==> config.mk <==
export PLATFORM = sky130hd
export DESIGN_NAME = dual_rsc_term
export DESIGN_NICKNAME = d
export VERILOG_FILES = /design/src/rtl/rscterm_pkg.sv /design/src/rtl/rsc_enc.sv /design/src/rtl/frame_ctl.sv /design/src/rtl/dual_rsc_term.sv
export SDC_FILE = /design/constraint.sdc
export NUM_CORES = 1
export LEC_CHECK = 0
export BUFFER_PORTS_ARGS = -buffer_cell sky130_fd_sc_hd__buf_2
export CORE_MARGIN = 2
export CORE_UTILIZATION = 55
export CTS_CLUSTER_DIAMETER = 80
export DETAILED_ROUTE_END_ITERATION = 12
export GPL_ROUTABILITY_DRIVEN = 0
export PLACE_DENSITY_LB_ADDON = 0.2
export SLEW_MARGIN = 20
export SYNTH_ARGS = -nofsm -noshare
export SYNTH_HDL_FRONTEND = slang
export SYNTH_SLANG_ARGS = --single-unit
==> constraint.sdc <==
create_clock -name clk -period 8.1 [get_ports clk]
set_input_delay 0.81 -clock clk [delete_from_list [all_inputs] [get_ports clk]]
set_output_delay 0.81 -clock clk [all_outputs]
set_load 0.01 [all_outputs]
==> src/rtl/rscterm_pkg.sv <==
package rscterm_pkg;
  localparam int MEM    = 3;
  localparam int NENC   = 2;
  localparam int TAILB  = 2 * MEM;
  localparam int LANES  = 3;
  localparam int TCYC   = (NENC * TAILB) / LANES;
  localparam int TSEL_W = $clog2(TCYC);

  typedef struct packed {
    logic sys;
    logic p1;
    logic p2;
    logic vld;
    logic sop;
    logic eop;
  } beat_t;

  // Termination sequence {.., z1, x1} from state st (st[0] is the first delay).
  function automatic logic [TAILB-1:0] term_bits(input logic [MEM-1:0] st_in,
                                                 input logic [MEM-1:0] fb_taps,
                                                 input logic [MEM-1:0] ff_taps);
    logic [MEM-1:0] st;
    logic [TAILB-1:0] seq;
    st  = st_in;
    seq = '0;
    for (int i = 0; i < MEM; i++) begin
      seq[2*i]   = ^(st & fb_taps);
      seq[2*i+1] = ^(st & ff_taps);
      st = {st[MEM-2:0], 1'b0};
    end
    return seq;
  endfunction
endpackage

==> src/rtl/rsc_enc.sv <==
module rsc_enc
  import rscterm_pkg::*;
#(
  parameter logic [MEM:0] G_FB = 4'b1101,
  parameter logic [MEM:0] G_FF = 4'b1011
) (
  input  logic             clk,
  input  logic             rst,
  input  logic             clr,
  input  logic             step,
  input  logic             u,
  output logic             par,
  output logic [TAILB-1:0] tail
);
  logic [MEM-1:0] st_q;
  logic [MEM-1:0] st_eff;
  logic           fb;
  logic           w;

  always_comb begin
    st_eff = clr ? '0 : st_q;
    fb     = ^(st_eff & G_FB[MEM:1]);
    w      = u ^ fb;
    par    = (G_FF[0] & w) ^ (^(st_eff & G_FF[MEM:1]));
    tail   = term_bits(st_q, G_FB[MEM:1], G_FF[MEM:1]);
  end

  always_ff @(posedge clk) begin
    if (rst) st_q <= '0;
    else if (step) st_q <= {st_eff[MEM-2:0], w};
  end

  // a block's first step starts from zero, so only the newest stage can be set
  p_start_zero_r3: assert property (@(posedge clk) disable iff (rst)
    (step && clr) |=> (st_q[MEM-1:1] == '0));
endmodule

==> src/rtl/frame_ctl.sv <==
module frame_ctl
  import rscterm_pkg::*;
#(
  parameter int LEN_W = 13
) (
  input  logic              clk,
  input  logic              rst,
  input  logic              adv,
  input  logic              src_valid,
  input  logic              src_first,
  input  logic [LEN_W-1:0]  src_len,
  output logic              src_rd,
  output logic              take,
  output logic              start,
  output logic              in_tail,
  output logic [TSEL_W-1:0] tsel
);
  logic             busy_q;
  logic             tail_q;
  logic [LEN_W-1:0] rem_q;
  logic [TSEL_W-1:0] tcnt_q;
  logic             last;

  always_comb begin
    src_rd  = adv & ~tail_q;
    take    = src_rd & src_valid & (busy_q | src_first);
    start   = take & ~busy_q;
    last    = take & (busy_q ? (rem_q == LEN_W'(1)) : (src_len == LEN_W'(1)));
    in_tail = tail_q;
    tsel    = tcnt_q;
  end

  always_ff @(posedge clk) begin
    if (rst) begin
      busy_q <= 1'b0;
      tail_q <= 1'b0;
      rem_q  <= '0;
      tcnt_q <= '0;
    end else if (adv) begin
      if (take) begin
        if (last) begin
          busy_q <= 1'b0;
          tail_q <= 1'b1;
          tcnt_q <= '0;
        end else begin
          busy_q <= 1'b1;
          rem_q  <= (busy_q ? rem_q : src_len) - LEN_W'(1);
        end
      end
      if (tail_q) begin
        tcnt_q <= tcnt_q + TSEL_W'(1);
        if (tcnt_q == TSEL_W'(TCYC - 1)) tail_q <= 1'b0;
      end
    end
  end

  // the last data bit is followed immediately by tail cycles
  p_enter_tail_r4: assert property (@(posedge clk) disable iff (rst)
    last |=> (in_tail && tsel == '0));
  // the tail ends after its final cycle
  p_exit_tail_r4: assert property (@(posedge clk) disable iff (rst)
    (in_tail && adv && tsel == TSEL_W'(TCYC - 1)) |=> !in_tail);
endmodule

==> src/rtl/dual_rsc_term.sv <==
module dual_rsc_term
  import rscterm_pkg::*;
#(
  parameter int           LEN_W = 13,
  parameter logic [MEM:0] G_FB  = 4'b1101,
  parameter logic [MEM:0] G_FF  = 4'b1011
) (
  input  logic             clk,
  input  logic             rst,
  input  logic             src_valid,
  input  logic             src_first,
  input  logic [LEN_W-1:0] src_len,
  input  logic             src_nat,
  input  logic             src_ilv,
  output logic             src_rd,
  input  logic             dn_rdy,
  output logic             out_sys,
  output logic             out_par1,
  output logic             out_par2,
  output logic             out_vld,
  output logic             out_sop,
  output logic             out_eop
);
  logic                    take;
  logic                    start;
  logic                    in_tail;
  logic [TSEL_W-1:0]       tsel;
  logic [NENC-1:0]         bit_in;
  logic [NENC-1:0]         par;
  logic [NENC*TAILB-1:0]   tail_all;
  logic [LANES-1:0]        lane;
  beat_t                   beat_q;

  frame_ctl #(.LEN_W(LEN_W)) u_ctl (
    .clk(clk), .rst(rst), .adv(dn_rdy),
    .src_valid(src_valid), .src_first(src_first), .src_len(src_len),
    .src_rd(src_rd), .take(take), .start(start),
    .in_tail(in_tail), .tsel(tsel)
  );

  assign bit_in = {src_ilv, src_nat};

  for (genvar e = 0; e < NENC; e++) begin : g_enc
    rsc_enc #(.G_FB(G_FB), .G_FF(G_FF)) u_enc (
      .clk(clk), .rst(rst), .clr(start), .step(take),
      .u(bit_in[e]), .par(par[e]),
      .tail(tail_all[e*TAILB +: TAILB])
    );
  end

  always_comb begin
    lane = tail_all[int'(tsel) * LANES +: LANES];
  end

  always_ff @(posedge clk) begin
    if (rst) begin
      beat_q <= '0;
    end else if (dn_rdy) begin
      if (take) begin
        beat_q.sys <= src_nat;
        beat_q.p1  <= par[0];
        beat_q.p2  <= par[1];
        beat_q.vld <= 1'b1;
        beat_q.sop <= start;
        beat_q.eop <= 1'b0;
      end else if (in_tail) begin
        beat_q.sys <= lane[0];
        beat_q.p1  <= lane[1];
        beat_q.p2  <= lane[2];
        beat_q.vld <= 1'b1;
        beat_q.sop <= 1'b0;
        beat_q.eop <= (tsel == TSEL_W'(TCYC - 1));
      end else begin
        beat_q <= '0;
      end
    end
  end

  assign out_sys  = beat_q.sys;
  assign out_par1 = beat_q.p1;
  assign out_par2 = beat_q.p2;
  assign out_vld  = beat_q.vld;
  assign out_sop  = beat_q.sop;
  assign out_eop  = beat_q.eop;

  // strobes only accompany valid beats
  p_sop_vld_r7: assert property (@(posedge clk) disable iff (rst) out_sop |-> out_vld);
  p_eop_vld_r7: assert property (@(posedge clk) disable iff (rst) out_eop |-> out_vld);
  // end strobe lasts a single consumed beat
  p_eop_single_r7: assert property (@(posedge clk) disable iff (rst)
    (out_eop && dn_rdy) |=> !out_eop);
  // a stalled cycle leaves the output beat unchanged
  p_stall_hold_r8: assert property (@(posedge clk) disable iff (rst)
    !dn_rdy |=> $stable(beat_q));
endmodule

Word level (Yosys, flattened, before mapping)
Cells that the tools add are included.
- logic and storage cells: 65
- memory bits (writable): 0
- register bits after elaboration: 29
- bits in read-only memories: 0
- output and inout bits: 7
- bits in latches: 0
- memories kept: 0
- $add $sub $neg: 2
- eq/ne operators: 3
- bitwise gates (word level): 13
- div/mod/pow operators: 0
- multiplexer cells: 14
- reduce and logical (&&, ||, !) cells: 19
- $lt $le $gt $ge: 0
- $mul: 1
- shift operators: 1
- operators by type and width (kind ; count):
    $reduce_xor A3 Y1 ; 14
    $eq A13 B1 Y1 const B ; 2
    $mux W13 ; 1
    $sub A13 B1 Y13 const B ; 1
    $mux W6 ; 2
    $shiftx A12 B5 Y3 ; 1
    $mux W1 ; 6
    $mux W2 ; 3
    $mux W3 ; 2
    $reduce_and A3 Y1 ; 2
    $and A1 B1 Y1 ; 5
    $mul A2 B2 Y4 const B ; 1
    $reduce_bool A2 Y1 ; 2
    $xor A1 B1 Y1 ; 4
    $not A1 Y1 ; 3
    $add A2 B1 Y2 const B ; 1
    $eq A2 B2 Y1 const B ; 1
    $reduce_and A2 Y1 ; 1
    $or A1 B1 Y1 ; 1

Logic depth before layout (Yosys ltp)
Gate-level depths: netlist (run 1).
- depth in word-level cells: 10
- mapped depth: 11
- gate-level depth less buffers: 7

Hierarchy
Synthesis (run 1) repeated with hierarchy kept, for this count alone.
- cells, all modules: 223
- area, all modules: 1945.6 sq um
- modules (own cells, without submodules) (module ; times used ; area each (sq um) ; seq. area each (sq um) ; cells an instance):
    frame_ctl ; 1 ; 1237.4 ; 340.3 ; 147
    rsc_enc ; 2 ; 190.2 ; 60.1 ; 22
    dual_rsc_term ; 1 ; 327.8 ; 120.1 ; 32

Worst setup path after synthesis (run 1)
OpenSTA, ideal clock, no wires.
- path kind: register -> register
- start: reg u_ctl.busy_q
- end: reg u_ctl.rem_q[12]
- stages on the path, launching flop included: 11
- path buffers: 3
- clock period less this slack: 3.052 ns
- data arrival time: 2.992 ns
- data required time: 8.040 ns
- slack: 5.048 ns
- path through: dfxtp_1 > clkbuf_1 > clkbuf_1 > buf_2 > mux2i_1 > ha_1 > nor4b_2 > o22ai_1 > or3_1 > a2111oi_2 > a311o_1
- longest elaborated chain between the ends: 5
- elaborated cells between the ends (all ways): 8
- classes of those cells: add/sub (1); mux (2); bitwise (4); reduce/logical (1)
- ends and longest elaborated chain (what ; RTL line ; text):
    from (decl) ; frame_ctl.sv:18 ; logic busy_q;
    from (signal assigned) ; frame_ctl.sv:35 ; busy_q <= 1'b0;
    from (signal assigned) ; frame_ctl.sv:42 ; busy_q <= 1'b0;
    from (signal assigned) ; frame_ctl.sv:46 ; busy_q <= 1'b1;
    parallel branches: the longest is 5 deep, another holds $sub A13 B1 Y13 ; - ;
    to (signal assigned) ; frame_ctl.sv:47 ; rem_q <= (busy_q ? rem_q : src_len) - LEN_W'(1);
    to (decl) ; frame_ctl.sv:20 ; logic [LEN_W-1:0] rem_q;
Parallel ways; which one is timed is not known.
A chain may end at the register's enable or synchronous reset.

Final worst setup path (run 1)
Same ends and word-level chain as after synthesis.

==> results.sh, run 1 <==
export IMPL_outcome="finished, final reports clean"
export IMPL_first_iter_violations=155
export IMPL_startpoint="u_ctl.busy_q"
export IMPL_ios=27
export IMPL_dr_wl_met3_um=225
export IMPL_antenna_found_initial=0
export IMPL_cts_tree="yes"
export IMPL_hold_depth=2
export IMPL_path_depth=7
export IMPL_slew_viol_final=0
export IMPL_via_per_inst=6.02
export IMPL_worst_setup_path_start_kind="register"
export IMPL_crit_path_max_fanout=50
export IMPL_endpoint_kind="register"
export IMPL_regToRegStartpoint="u_ctl.busy_q"
export IMPL_ys_top_cells_by_area="dfxtp_1 28%, a21oi_1 5.4%, nor2_1 4.9%"
export IMPL_power_density_nw_per_um2=162
export IMPL_worstMarginPinSlew_ns=0.952
export IMPL_nets=305
export IMPL_grt_pass1_vias=1717
export IMPL_leakage_nw=0.788
export IMPL_port_buffers=26
export IMPL_via_count=1994
export IMPL_period_share_pct=35.8
export IMPL_fmax_ghz=0.345
export IMPL_met1_length_mm=2.26
export IMPL_worstPathArrival_ns=3.07
export IMPL_clk_pin_slew_ns=0.07
export IMPL_yosysMostFrequentCell="dfxtp_1"
export IMPL_synth_seq_cells=29
export IMPL_critPathBufInv=2
export IMPL_yosys_warnings=0
export IMPL_cts_resized=0
export IMPL_critical_path_top_delay_family="compound AO/OA/AOI/OAI gates"
export IMPL_fin_cells=331
export IMPL_rows=22
export IMPL_cp_slowest_cell="o21ai_1"
export IMPL_largest_reg_flops=13
export IMPL_gr_total_overflow=0
export IMPL_vdd_drop_max_v=0.000101
export IMPL_grt_start_max_net_pins=51
export IMPL_slowest_delay_ns=0.51
export IMPL_dp_hpwl_mm=3.25
export IMPL_clkLatencyLatePin_ns=0.28
export IMPL_layout_drive_gt1_share_pct=15.9
export IMPL_hold_viol=0
export IMPL_synthesis_area_um2=2050
export IMPL_coreArea_um2=3630
export IMPL_grt_pass1_wl_mm=8.04
export IMPL_crit_required_ns=8.27
export IMPL_yosysSeqAreaShare_pct=28.3
export IMPL_async_flop_share_pct=0
export IMPL_synth_edf_count=0
export IMPL_numCtsBuffers=5
export IMPL_postCtsHoldBufs=0
export IMPL_syn_num_nets=290
export IMPL_firstDrtPassIters=4
export IMPL_initial_utilization_pct=56.5
export IMPL_max_cap_viol_count=0
export IMPL_slew_headroom_pct=36.6
export IMPL_antenna_cells=0
export IMPL_die_x_um=65.1
export IMPL_syn_to_final_growth_pct=11.2
export IMPL_synth_top_area_share_pct=28.3
export IMPL_synth_cells=267
export IMPL_worstRegToRegCells=7
export IMPL_ys_flop_type="dfxtp_1"
export IMPL_fin_crit_ns=2.90
export IMPL_regMostFlops="u_ctl.rem_q"
export IMPL_die_h_um=65.1
export IMPL_wl_mm=4.83
export IMPL_fin_setup_tns_ns=0
export IMPL_wl_met2_mm=2.30
export IMPL_worstPathCellList="buf_4, nor4b_2, o221ai_1, o21ai_1, buf_4, a2111oi_2, a311o_1"
export IMPL_setup_violations=0
export IMPL_yosysTopAreaCell="dfxtp_1"
export IMPL_crit_top_cell="buf_4"
export IMPL_finalClockSkew_ns=0.00880
export IMPL_holdWs_ns=0.465
export IMPL_wl_per_cell_um=14.6
export IMPL_antenna_left=0
export IMPL_hold_start="out_eop"
export IMPL_routed_top_layer="met4"
export IMPL_critPathKind="reg2reg"
export IMPL_dp_cells=323
export IMPL_yosys_top_cells_count="29 x dfxtp_1, 27 x nor2_1, 22 x a21oi_1"
export IMPL_rsz0062_at_grt="no"
export IMPL_drc=0
export IMPL_synth_lib_cells_used_distinct=49
export IMPL_clock_sinks=29
export IMPL_die_area_um2=4240
export IMPL_clockBufferDepth=2
export IMPL_syn_area_per_cell_um2=7.69
export IMPL_cts_setup_buffers=0
export IMPL_grt_usage_pct=24.3
export IMPL_hp_class="reg2reg"
export IMPL_htreeDepth=2
export IMPL_root_buffer="clkbuf_8"
==> worst register-to-register path, stage by stage, from the launching register on <==
cell       delay [ns]
dfxtp_1          0.40
buf_4            0.46
nor4b_2          0.45
o221ai_1         0.27
o21ai_1          0.51
buf_4            0.30
a2111oi_2        0.05
a311o_1          0.33
==> cell usage in the layout, fill, tap and decap left out, drive strengths merged, types with 4 or more instances in the layout <==
cell type | Yosys | final
nand3 | 12 | 12
a211oi | 7 | 7
buf | 6 | 28
o31a | 5 | 5
dfxtp | 29 | 29
nor4b | 5 | 5
nor3 | 15 | 15
o21ai | 17 | 17
a21oi | 22 | 22
mux2i | 6 | 6
nor2 | 27 | 27
inv | 6 | 6
a21o | 4 | 4
nand2b | 5 | 5
xnor2 | 8 | 8
clkbuf | 14 | 7
o21a | 6 | 6
nor2b | 5 | 5
nor4 | 6 | 6
o211ai | 4 | 4
nand2 | 21 | 21
==> layer usage <==
layer | track usage, % | vias up
li1 | - | 1014
met4 | 9.90 | 0
met1 | 32.4 | 931
met5 | 0 | -
met3 | 3.99 | 4
met2 | 38.8 | 45
==> kinds of logic after synthesis <==
family / after synthesis / synth area share (%)
AOI/OAI and AO/OA: 84 / 27.4
adders and majority gates: 3 / 1.83
buffers and inverters: 26 / 5.55
muxes: 8 / 4.02
xor gates and xnor gates: 10 / 4.27
DFF: 29 / 28.3
and+or+nand+nor: 107 / 28.6
==> final timing paths <==
check	slack, ns	to
worst max-delay path	5.20	u_ctl.rem_q[12]
worst min-delay path	0.46	out_eop
worst max register to register	5.20	u_ctl.rem_q[12]
worst min register to register	0.46	out_eop
==> area by class of cell <==
class	count	area, um^2
Sequential cell	29	581
Multi-Input combinational cell	212	1360
Clock buffer	7	86.3
Clock inverter	1	30.0
Fill cell	339	1350
Inverter	6	22.5
Tap cell	48	60.1
Timing Repair Buffer	28	145
==> metrics by stage <==
step | total power, mW | setup WS, ns | cell area, um^2 | util (%)
finish | 0.369 | 5.20 | 2280 | 62.8
global route | 0.385 | 4.95 | 2280 | 62.8
CTS | 0.371 | 5.22 | 2280 | 62.8
detailed placement | 0.213 | 4.95 | 2170 | 59.6
global placement | 0.212 | 5.02 | 2170 | 59.6
floorplan | 0.196 | 5.05 | 2050 | -
==> report_power, final <==
part | leakage, nW | switching, mW | internal, mW | total (mW)
Clock | 0.0585 | 0.0579 | 0.100 | 0.158
Combinational | 0.494 | 0.0343 | 0.0223 | 0.0566
Sequential | 0.236 | 0.00612 | 0.148 | 0.154
Power figures use the tool's default switching activity.
==> run 2: changes to the inputs <==
clock period = 2.7 ns   (was 8.1 ns; I/O delays follow)
==> results.sh, run 2 (synthesis results as in run 1) <==
export IMPL_max_cap_viol_count=0
export IMPL_cts_tree="yes"
export IMPL_coreArea_um2=3630
export IMPL_post_route_cell_area_um2=2310
export IMPL_nFillCells=360
export IMPL_multi_input_area_um2=1370
export IMPL_via_count=2030
export IMPL_grt_start_max_net_pins=39
export IMPL_nets=311
export IMPL_grt_pass1_wl_mm=7.99
export IMPL_r2r_setup_slack_ns=0.34
export IMPL_grt_pass1_vias=1772
export IMPL_layout_common_cells="28 x dfxtp_1, 27 x nor2_1, 26 x buf_2"
export IMPL_initial_utilization_pct=56.5
export IMPL_place_ws_ns=0.369
export IMPL_ios=27
export IMPL_critPathBufInv=2
export IMPL_setup_violations=0
export IMPL_worstMarginPinSlew_ns=0.557
export IMPL_pwr_share_seq_pct=46.1
export IMPL_critical_path_top_delay_family="compound AO/OA/AOI/OAI gates"
export IMPL_via_per_inst=6.02
export IMPL_antenna_cells=0
export IMPL_crit_path_max_fanout=38
export IMPL_port_buffers=26
export IMPL_largest_reg_flops=13
export IMPL_power_frac_clock_pct=36.1
export IMPL_wl_mm=4.83
export IMPL_slowest_delay_ns=0.40
export IMPL_postCtsHoldBufs=0
export IMPL_worstPathCellList="buf_4, nor4b_2, o221ai_1, o21ai_1, buf_4, o21ai_0, a311o_1"
export IMPL_die_x_um=65.1
export IMPL_power_frac_comb_pct=17.9
export IMPL_vdd_drop_max_v=0.000247
export IMPL_power_density_nw_per_um2=434
export IMPL_hold_depth=3
export IMPL_endpoint_kind="register"
export IMPL_met3_usage_pct=5.73
export IMPL_layout_drive_gt1_share_pct=18.3
export IMPL_grt_use_met1_pct=32.7
export IMPL_numCtsBuffers=5
export IMPL_hp_class="in2reg"
export IMPL_cts_resized=0
export IMPL_finalClockSkew_ns=0.00345
export IMPL_fmax_ghz=0.425
export IMPL_critPathKind="reg2reg"
export IMPL_clock_sinks=29
export IMPL_cts_setup_buffers=0
export IMPL_die_area_um2=4240
export IMPL_dp_cells=329
export IMPL_setup_ws_ns=0.344
export IMPL_regMostFlops="u_ctl.rem_q"
export IMPL_first_iter_violations=133
export IMPL_cp_slowest_cell="nor4b_2"
export IMPL_clockBufferDepth=2
export IMPL_final_common_cell="dfxtp_1"
export IMPL_met2_usage_pct=38.7
export IMPL_dpl_instance_area_um2=2220
export IMPL_fin_cells=337
export IMPL_net_switching_power_mw=0.308
export IMPL_slew_headroom_pct=62.9
export IMPL_p_int_mw=0.694
export IMPL_hold_viol=0
export IMPL_crit_required_ns=2.88
export IMPL_crit_top_cell="buf_4"
export IMPL_clk_pin_slew_ns=0.07
export IMPL_drc=0
export IMPL_syn_to_final_growth_pct=12.4
export IMPL_worst_setup_path_start_kind="register"
export IMPL_regArea_um2=582
export IMPL_die_h_um=65.1
export IMPL_rsz0062_at_grt="no"
export IMPL_grt_usage_pct=24.3
export IMPL_gr_total_overflow=0
export IMPL_root_buffer="clkbuf_8"
export IMPL_antenna_found_initial=0
export IMPL_worstPathArrival_ns=2.54
export IMPL_dp_hpwl_mm=3.38
export IMPL_firstDrtPassIters=4
export IMPL_switching_share_pct=30.7
export IMPL_wl_per_cell_um=14.3
export IMPL_fin_crit_ns=2.36
export IMPL_slew_viol_final=0
export IMPL_htreeDepth=2
export IMPL_worstRegToRegCells=7
export IMPL_rows=22
export IMPL_clkLatencyLatePin_ns=0.29
export IMPL_leakage_nw=0.807
export IMPL_fin_setup_tns_ns=0
export IMPL_path_depth=7
export IMPL_outcome="finished, final reports clean"
export IMPL_period_share_pct=87.2
export IMPL_antenna_left=0
export IMPL_top_usage_layer="met2"
export IMPL_holdWs_ns=0.297
==> run 2: cell types whose count changed in the layout (fill, tap and decap cells not counted), sizes merged <==
cell / before / now
clkinvlp: 0 / 1
clkinv: 0 / 2
clkbuf: 7 / 5
buf: 28 / 34
bufinv: 1 / 0
==> run 2: layout make-up <==
cell class	count	area share [%]
repair buffers	34	8.24
well taps	48	2.60
inverters	6	0.976
multi-input cells	212	59.2
clock buffers	5	2.98
flip-flops and latches	29	25.2
clock inverters	3	0.759
==> run 2: metrics by stage <==
stage / utilization (%) / total power, mW
after floorplan: - / 0.591
after global placement: 61.1 / 0.645
after detailed placement: 61.1 / 0.648
after CTS: 63.5 / 1.01
after global routing: 63.5 / 1.05
final: 63.5 / 1.00
==> run 2: worst min-delay path: cells and delay by family <==
kind,cells,cell delay [ns]
AOI/OAI and AO/OA,1,0.06
xor gates and xnor gates,1,0.11
buffers and inverters,1,0.10
==> run 2: power groups by stage <==
| stage | Sequential [mW] | Clock (mW) | Combinational, mW |
|---|---|---|---|
| 2_1_floorplan | 0.468 | 0 | 0.123 |
| 3_3_place_gp | 0.470 | 0 | 0.175 |
| 3_5_place_dp | 0.471 | 0 | 0.177 |
| 4_1_cts | 0.461 | 0.369 | 0.178 |
| 5_1_grt | 0.464 | 0.382 | 0.200 |
| 6_report | 0.461 | 0.362 | 0.179 |
==> run 2: per-layer routing <==
layer,routed length (um),share of wire [%]
met3,195,4.0
met5,0,0
met1,2360,49
met2,2230,46
met4,50,1.0
==> run 2: worst paths after layout <==
check | from | endpoint
setup / recovery | u_ctl.busy_q | u_ctl.rem_q[12]
hold / removal | src_ilv | g_enc[1].u_enc.st_q[0]
setup reg to reg | u_ctl.busy_q | u_ctl.rem_q[12]
hold reg to reg | out_eop | out_eop
==> run 3: changes to the inputs <==
GPL_TIMING_DRIVEN = 0   (was not set)
==> results.sh, run 3 (synthesis results as in run 1) <==
export IMPL_nets=328
export IMPL_regMostFlops="u_ctl.rem_q"
export IMPL_fin_setup_tns_ns=0
export IMPL_multi_input_area_um2=1410
export IMPL_dp_hpwl_mm=3.77
export IMPL_clock_sinks=29
export IMPL_initial_utilization_pct=56.5
export IMPL_vdd_drop_max_v=0.000292
export IMPL_critPathKind="reg2reg"
export IMPL_grt_start_max_net_pins=11
export IMPL_grt_pass1_wl_mm=8.71
export IMPL_via_count=2165
export IMPL_rsz0062_at_grt="no"
export IMPL_cts_tree="yes"
export IMPL_clk_pin_slew_ns=0.07
export IMPL_rows=22
export IMPL_regArea_um2=584
export IMPL_final_util_pct=67.7
export IMPL_grt_pass1_vias=1848
export IMPL_nFillCells=317
export IMPL_fmax_ghz=0.391
export IMPL_syn_to_final_growth_pct=19.8
export IMPL_clockBufferDepth=2
export IMPL_ios=27
export IMPL_antenna_cells=0
export IMPL_firstDrtPassIters=5
export IMPL_hold_viol=0
export IMPL_critical_path_top_delay_family="simple AND/OR/NAND/NOR gates"
export IMPL_clkLatencyLatePin_ns=0.28
export IMPL_crit_path_max_fanout=11
export IMPL_place_ws_ns=-0.518
export IMPL_layout_drive_gt1_share_pct=20.6
export IMPL_power_density_nw_per_um2=417
export IMPL_r2r_setup_slack_ns=0.14
export IMPL_leakage_nw=0.872
export IMPL_port_buffers=25
export IMPL_dp_cells=340
export IMPL_htreeDepth=2
export IMPL_endpoint_kind="register"
export IMPL_grt_usage_pct=26.9
export IMPL_die_area_um2=4240
export IMPL_period_share_pct=94.8
export IMPL_first_iter_violations=186
export IMPL_hp_class="in2reg"
export IMPL_numCtsBuffers=5
export IMPL_setup_violations=0
export IMPL_final_common_cell="dfxtp_1"
export IMPL_root_buffer="clkbuf_8"
export IMPL_dpl_instance_area_um2=2260
export IMPL_layout_common_cells="28 x dfxtp_1, 27 x nor2_1, 27 x buf_2"
export IMPL_crit_top_cell="buf_12"
export IMPL_largest_reg_flops=13
export IMPL_critPathBufInv=2
export IMPL_crit_required_ns=2.93
export IMPL_outcome="finished, final reports clean"
export IMPL_die_x_um=65.1
export IMPL_wl_per_cell_um=15.8
export IMPL_antenna_left=0
export IMPL_antenna_found_initial=0
export IMPL_post_route_cell_area_um2=2460
export IMPL_worstMarginPinSlew_ns=0.637
export IMPL_finalClockSkew_ns=0.00366
export IMPL_drc=0
export IMPL_slew_headroom_pct=57.4
export IMPL_worstPathCellList="buf_12, buf_12, mux2i_4, ha_2, nor4b_4, o22ai_2, or3_1, a2111oi_2, a311o_1"
export IMPL_cp_slowest_cell="dfxtp_4"
export IMPL_worst_setup_path_start_kind="register"
export IMPL_fin_cells=354
export IMPL_gr_total_overflow=0
export IMPL_slowest_delay_ns=0.43
export IMPL_setup_ws_ns=0.141
export IMPL_slew_viol_final=0
export IMPL_max_cap_viol_count=0
export IMPL_fin_crit_ns=2.56
export IMPL_via_per_inst=6.12
export IMPL_wl_mm=5.61
export IMPL_coreArea_um2=3630
export IMPL_die_h_um=65.1
export IMPL_worstPathArrival_ns=2.78
[run 3: cell count changes in the layout (fill, tap and decap cells not counted), moves of 2 or more]
cell	previous run	this run
clkbuf_1	0	12
buf_12	0	2
buf_4	8	10
mux2i_1	6	4
mux2i_4	0	2
[run 3: repair_timing]
action                     in CTS  in global routing
setup endpoints to repair      12                  4
hold buffers                    0                  0
setup buffers                   5                  2
gates resized for setup         9                 12
pin swaps                       2                  5
hold endpoints to repair        0                  0
[run 3: power by group]
group          switching [mW]  internal [mW]
clock network           0.177          0.178
logic                   0.119         0.0880
registers              0.0189          0.443
[run 3: final timing paths]
kind | from | end | cells after the start
max | u_ctl.busy_q | u_ctl.rem_q[12] | 9
min | src_valid | out_vld | 3
max reg2reg | u_ctl.busy_q | u_ctl.rem_q[12] | 9
min reg2reg | out_eop | out_eop | 2
[run 3: layout make-up]
type                    count  share of cell area (%)
plain buffers              19                    5.09
clock inverters             2                   0.407
clock buffers               6                    2.95
well taps                  48                    2.44
repair buffers             32                    7.23
flip-flops and latches     29                    23.8
multi-input cells         212                    57.2
inverters                   6                   0.916
[run 3: per-stage QoR]
stage                     power, mW  hold slack (ns)
final                          1.02            0.315
after global routing           1.07            0.343
after CTS                      1.02            0.315
after detailed placement      0.654            0.471
after global placement        0.651            0.463
after floorplan               0.591            0.441
[run 3: worst min-delay path, stage by stage]
cell,delay (ns)
buf_2,0.10
o21ai_0,0.09
a211oi_1,0.08
[run 3: routing by layer]
| layer | vias up | GRT usage (%) | share of wire [%] | wire length (um) |
|---|---|---|---|---|
| li1 | 1065 | - | - | - |
| met2 | 83 | 45.4 | 46 | 2600 |
| met4 | 0 | 7.55 | 2.2 | 125 |
| met3 | 17 | 5.21 | 6.3 | 356 |
| met1 | 1000 | 35.0 | 45 | 2520 |
| met5 | - | 0 | 0 | 0 |
